$ cat src/rtl/onehot_seq_pkg.sv
package onehot_seq_pkg;

  // Strobes from control to datapath
  typedef struct packed {
    logic step;   // rotate the state this cycle
    logic flip;   // apply the upset mask this cycle
  } seqStrobe_t;

  function automatic int unsigned countHot(input logic [31:0] vec, input int unsigned width);
    int unsigned n;
    n = 0;
    for (int unsigned i = 0; i < width; i++) begin
      if (vec[i]) n++;
    end
    return n;
  endfunction

endpackage

$ cat src/rtl/onehot_seq_datapath.sv
module onehot_seq_datapath
  import onehot_seq_pkg::*;
#(
  parameter int NUM_STATES = 8
) (
  input  logic                  clk,
  input  logic                  rst,
  input  seqStrobe_t            strobe,
  input  logic [NUM_STATES-1:0] flipMask,
  output logic [NUM_STATES-1:0] stateVec
);

  localparam logic [NUM_STATES-1:0] RESET_CODE = {1'b1, {(NUM_STATES-1){1'b0}}};

  logic [NUM_STATES-1:0] stateQ;
  logic [NUM_STATES-1:0] rotated;
  logic [NUM_STATES-1:0] nextState;

  // Rotate toward bit 0, wrapping bit 0 into the top position
  genvar g;
  generate
    for (g = 0; g < NUM_STATES; g++) begin : g_rot
      if (g == NUM_STATES - 1) begin : g_wrap
        assign rotated[g] = stateQ[0];
      end else begin : g_shift
        assign rotated[g] = stateQ[g+1];
      end
    end
  endgenerate

  always_comb begin
    nextState = strobe.step ? rotated : stateQ;
    if (strobe.flip) nextState = nextState ^ flipMask;
  end

  always_ff @(posedge clk) begin
    if (rst) stateQ <= RESET_CODE;
    else     stateQ <= nextState;
  end

  assign stateVec = stateQ;


  hot_count_kept_chk: assert property (@(posedge clk) disable iff (rst)
    !strobe.flip |=> $countones(stateQ) == $countones($past(stateQ)));


  hold_state_chk: assert property (@(posedge clk) disable iff (rst)
    (!strobe.step && !strobe.flip) |=> $stable(stateQ));


  wrap_from_low_chk: assert property (@(posedge clk) disable iff (rst)
    (strobe.step && !strobe.flip && stateQ == {{(NUM_STATES-1){1'b0}}, 1'b1})
      |=> stateQ == RESET_CODE);

endmodule

$ cat src/rtl/onehot_seq_control.sv
module onehot_seq_control
  import onehot_seq_pkg::*;
#(
  parameter int NUM_STATES = 8
) (
  input  logic                  clk,
  input  logic                  rst,
  input  logic                  advance,
  input  logic [NUM_STATES-1:0] injectMask,
  input  logic [NUM_STATES-1:0] stateVec,
  output seqStrobe_t            strobe,
  output logic                  parityErr,
  output logic                  lockup
);

  logic evenParity;
  logic errQ;
  logic [NUM_STATES-1:0] seenBefore;
  logic [NUM_STATES-1:0] seenTwice;

  always_comb begin
    strobe.step = advance;
    strobe.flip = |injectMask;
  end

  // Odd parity is the legal case; even parity means an upset
  assign evenParity = ~(^stateVec);

  // Prefix scan: seenTwice[i] is set once a second hot bit appears at or below i
  genvar g;
  generate
    for (g = 0; g < NUM_STATES; g++) begin : g_scan
      if (g == 0) begin : g_first
        assign seenBefore[g] = stateVec[g];
        assign seenTwice[g]  = 1'b0;
      end else begin : g_next
        assign seenBefore[g] = seenBefore[g-1] | stateVec[g];
        assign seenTwice[g]  = seenTwice[g-1] | (seenBefore[g-1] & stateVec[g]);
      end
    end
  endgenerate

  assign lockup = seenTwice[NUM_STATES-1];

  always_ff @(posedge clk) begin
    if (rst)             errQ <= 1'b0;
    else if (evenParity) errQ <= 1'b1;
  end

  assign parityErr = errQ;


  sticky_err_chk: assert property (@(posedge clk) disable iff (rst)
    errQ |=> errQ);


  even_detect_chk: assert property (@(posedge clk) disable iff (rst)
    ($countones(stateVec) % 2 == 0) |=> errQ);


  lockup_multi_chk: assert property (@(posedge clk) disable iff (rst)
    lockup == ($countones(stateVec) > 1));


  zero_no_lockup_chk: assert property (@(posedge clk) disable iff (rst)
    (stateVec == '0) |-> !lockup);

endmodule

$ cat src/rtl/onehot_parity_seq.sv
module onehot_parity_seq
  import onehot_seq_pkg::*;
#(
  parameter int NUM_STATES = 8
) (
  input  logic                  clk,
  input  logic                  rst,
  input  logic                  advance,
  input  logic [NUM_STATES-1:0] injectMask,
  output logic [NUM_STATES-1:0] stateVec,
  output logic                  parityErr,
  output logic                  lockup
);

  seqStrobe_t strobe;
  logic [NUM_STATES-1:0] stateInt;

  onehot_seq_control #(.NUM_STATES(NUM_STATES)) u_control (
    .clk        (clk),
    .rst        (rst),
    .advance    (advance),
    .injectMask (injectMask),
    .stateVec   (stateInt),
    .strobe     (strobe),
    .parityErr  (parityErr),
    .lockup     (lockup)
  );

  onehot_seq_datapath #(.NUM_STATES(NUM_STATES)) u_datapath (
    .clk      (clk),
    .rst      (rst),
    .strobe   (strobe),
    .flipMask (injectMask),
    .stateVec (stateInt)
  );

  assign stateVec = stateInt;


  single_flip_chk: assert property (@(posedge clk) disable iff (rst)
    (!advance && $countones(injectMask) == 1) |=>
      $countones(stateVec ^ $past(stateVec)) == 1);

endmodule

$ cat config.mk
export PLATFORM = sky130hd
export DESIGN_NAME = onehot_parity_seq
export DESIGN_NICKNAME = d
export VERILOG_FILES = /design/src/rtl/onehot_seq_pkg.sv /design/src/rtl/onehot_seq_datapath.sv /design/src/rtl/onehot_seq_control.sv /design/src/rtl/onehot_parity_seq.sv
export SDC_FILE = /design/constraint.sdc
export NUM_CORES = 1
export LEC_CHECK = 0
export ABC_AREA = 1
export BUFFER_PORTS_ARGS = -buffer_cell sky130_fd_sc_hd__buf_4
export CORE_MARGIN = 5
export CORE_UTILIZATION = 35
export DETAILED_ROUTE_END_ITERATION = 6
export SLEW_MARGIN = 15
export SYNTH_ARGS = -nofsm -noshare
export SYNTH_HDL_FRONTEND = slang
export SYNTH_SLANG_ARGS = --single-unit
$ cat constraint.sdc
create_clock -name clk -period 1.6 [get_ports clk]
set_input_delay 0.16 -clock clk [delete_from_list [all_inputs] [get_ports clk]]
set_output_delay 0.16 -clock clk [all_outputs]
set_load 0.02 [all_outputs]
==> impl_metrics.yaml <==
yosys:
  yosys_register_bits: 9
  ys.flop_type: "dfxtp_1"
  ys_seq_area_share_pct: 31.2
  ys_types: 15
  synth_edf_count: 0
  syn_nets: 108
  netlist_instances: 95
  synth.cell_area_um2: 578
  synth_top_area_share_pct: 31.2
  yosysTopAreaCell: "dfxtp_1"
  syn_area_per_cell_um2: 6.08
  ys_warn_count: 0
  yosys-top-cells-area: "dfxtp_1 31%, nand2_1 21%, o21ai_0 13%, inv_1 9.1%, a21oi_1 6.9%"
  async_flop_share_pct: 0
routing:
  drtIter0Drc: 10
  wl_per_cell_um: 9.98
  ant_nets: 0
  drt-pass1-iter-count: 4
  drc: 0
  vias: 608
  wl_um: 1340
  routed_via_density: 4.54
die:
  dieWidth_um: 50.6
  core_um2: 1540
  die_h_um: 50.6
  top_level_ports: 21
  start_util_pct: 37.5
  row_count: 14
  die-area_um2: 2560
min_path:
  hp-class: "primary input to flip-flop"
  hold_start: "injectMask[0]"
  hold_depth: 2
clocking:
  clk_transition_reported_paths_ps: 70
  h-tree-depth: 1
  numCtsBuffers: 3
  cts_tree: "built"
  clkSinkCount: 9
  cts-root-buf: "clkbuf_4"
  cts_buffer_depth: 2
  clock_latency_ps: 260
power:
  p_leak_nw: 0.415
  p_per_area_nw_per_um2: 894
  irDropWorstVdd_mv: 0.604
  power_mw: 0.706
timing:
  min_period_ps: 1500
  rsz0062_at_grt: "no"
  finClkSkew_ps: 7.70
  tightest_slew_ps: 255
  final-setup-viol-count: 0
  slew_viol_final: 0
  hold_viol_final: 0
  max_freq_ghz: 0.665
  finalSetupTns_ps: 0
  maxSlewHeadroom_pct: 83.0
  fin_crit_sh_pct: 94.0
setup_path:
  cp.arrival_ps: 1340
  worstPathRequired_ps: 1440
  slowest_stage: "dfxtp_4"
  cp_max_fo: 4
  cp-end-kind: "output pin"
  rr_startpoint: "u_datapath.stateVec[0]"
  worstPathCellList: "inv_2, ha_4, a21oi_1, nor3_1, nand4_1, buf_4"
  critical_path.max_stage_delay_ps: 360
  crit_type: "flip-flop to output pin"
  cp-start-kind: "flip-flop"
  crit_path_start: "u_datapath.stateVec[1]"
  reg2regPathDepth: 9
finish:
  final_util_pct: 51.2
  regArea_um2: 185
  area_growth_syn_to_layout_pct: 36.6
  num_antenna_cells: 0
  final_nets: 132
  drive_gt1_share_pct: 27.1
  fillers: 166
  multi_input_area_um2: 354
place:
  hpwlAfterDp_um: 1060
  place_congestion: 0.815
  io_buffers: 20
global_routing:
  grt_pass1_wl_um: 2150
  first_global_vias: 522
  grt_antenna_before_repair: 0
  track_usage_pct: 10.6
  grt_overflow_total: 0
  grt_max_degree: 17
job:
  drv_cap: 0
outcome:
  outcome: "finished, final reports clean"
## metrics by stage
step / area, µm² / cells / hold slack, ps / worst slack (ps)
finish: 790 / 134 / 62.0 / 95.2
global route: 790 / 134 / 53.9 / 9.91
CTS: 764 / 134 / 61.2 / 10.3
detailed placement: 737 / 130 / 345 / 304
global placement: 737 / 130 / 339 / 336
floorplan: 578 / 95 / 250 / 309
## cell type report
class	instances	area share [%]
tap	16	2.54
clock buffer	3	2.85
clock inverter	1	0.634
timing repair buffer	20	19.0
sequential	9	23.5
multi-input combinational	71	44.8
inverter	14	6.66
## path summary, 6_finish.rpt
check,to,slack [ps]
max,lockup,100
min,u_datapath.stateVec[0],60
max reg2reg,u_control.parityErr,450
min reg2reg,u_control.parityErr,540
## flip-flops by register name, indices dropped and copies added (netlist names)
register and cells:
u_control.parityErr 1, u_datapath.stateVec 8
## metal layers
layer | wire, µm | up-vias | GRT usage [%]
met4 | 0 | 0 | 3.83
met1 | 688 | 248 | 14.5
met3 | 72 | 0 | 3.85
met5 | 0 | - | 0
li1 | - | 350 | -
met2 | 576 | 10 | 15.1
## cells in the final DEF, fill, tap and decap left out
cell type / n
nand2_1: 32
buf_4: 20
o21ai_0: 14
inv_1: 12
a21oi_1: 8
dfxtp_1: 7
nor2_1: 5
clkbuf_4: 3
inv_2: 2
o21ai_1: 2
nor2_2: 1
nor3_1: 1
nand3_2: 1
nand4_1: 1
xnor2_1: 1
nand3_1: 1
a21o_1: 1
o21ai_2: 1
ha_4: 1
ha_1: 1
clkinv_2: 1
dfxtp_2: 1
dfxtp_4: 1
## worst max-delay path, delay by kind of cell (launching register included)
| family | cells | cell delay (ps) |
|---|---|---|
| simple gates | 2 | 270 |
| compound gates | 1 | 60 |
| buf+inv | 2 | 250 |
| fa+ha+maj | 1 | 140 |
| flops | 1 | 360 |
## power by group
part           switching [mW]  internal (mW)
Combinational           0.142          0.111
Clock                  0.0844         0.0922
Sequential             0.0270          0.248
## timing repair
| action | CTS | global route |
|---|---|---|
| setup buffers | 0 | 0 |
| hold buffers | 0 | 0 |
| setup endpoints to repair | 0 | 1 |
| gates resized for setup | 0 | 10 |
## cells in the mapped netlist, drive strengths merged, types with 2 or more instances
master	number
a21oi	8
dfxtp	9
ha	2
inv	14
nand2	32
nand3	2
nor2	6
o21ai	17
## cell families (layout without fill, tap and decap cells)
| group | count (synthesis) | after routing | synth area share (%) |
|---|---|---|---|
| AO/OA/AOI/OAI | 26 | 26 | 23.6 |
| AND/OR/NAND/NOR | 42 | 42 | 28.4 |
| XOR/XNOR | 1 | 1 | 1.52 |
| adder cells (fa/ha/maj) | 2 | 2 | 4.33 |
| flip-flops | 9 | 9 | 31.2 |
| buffers and inverters | 15 | 38 | 11.0 |
Note: power is estimated with default switching activity, not from simulation.
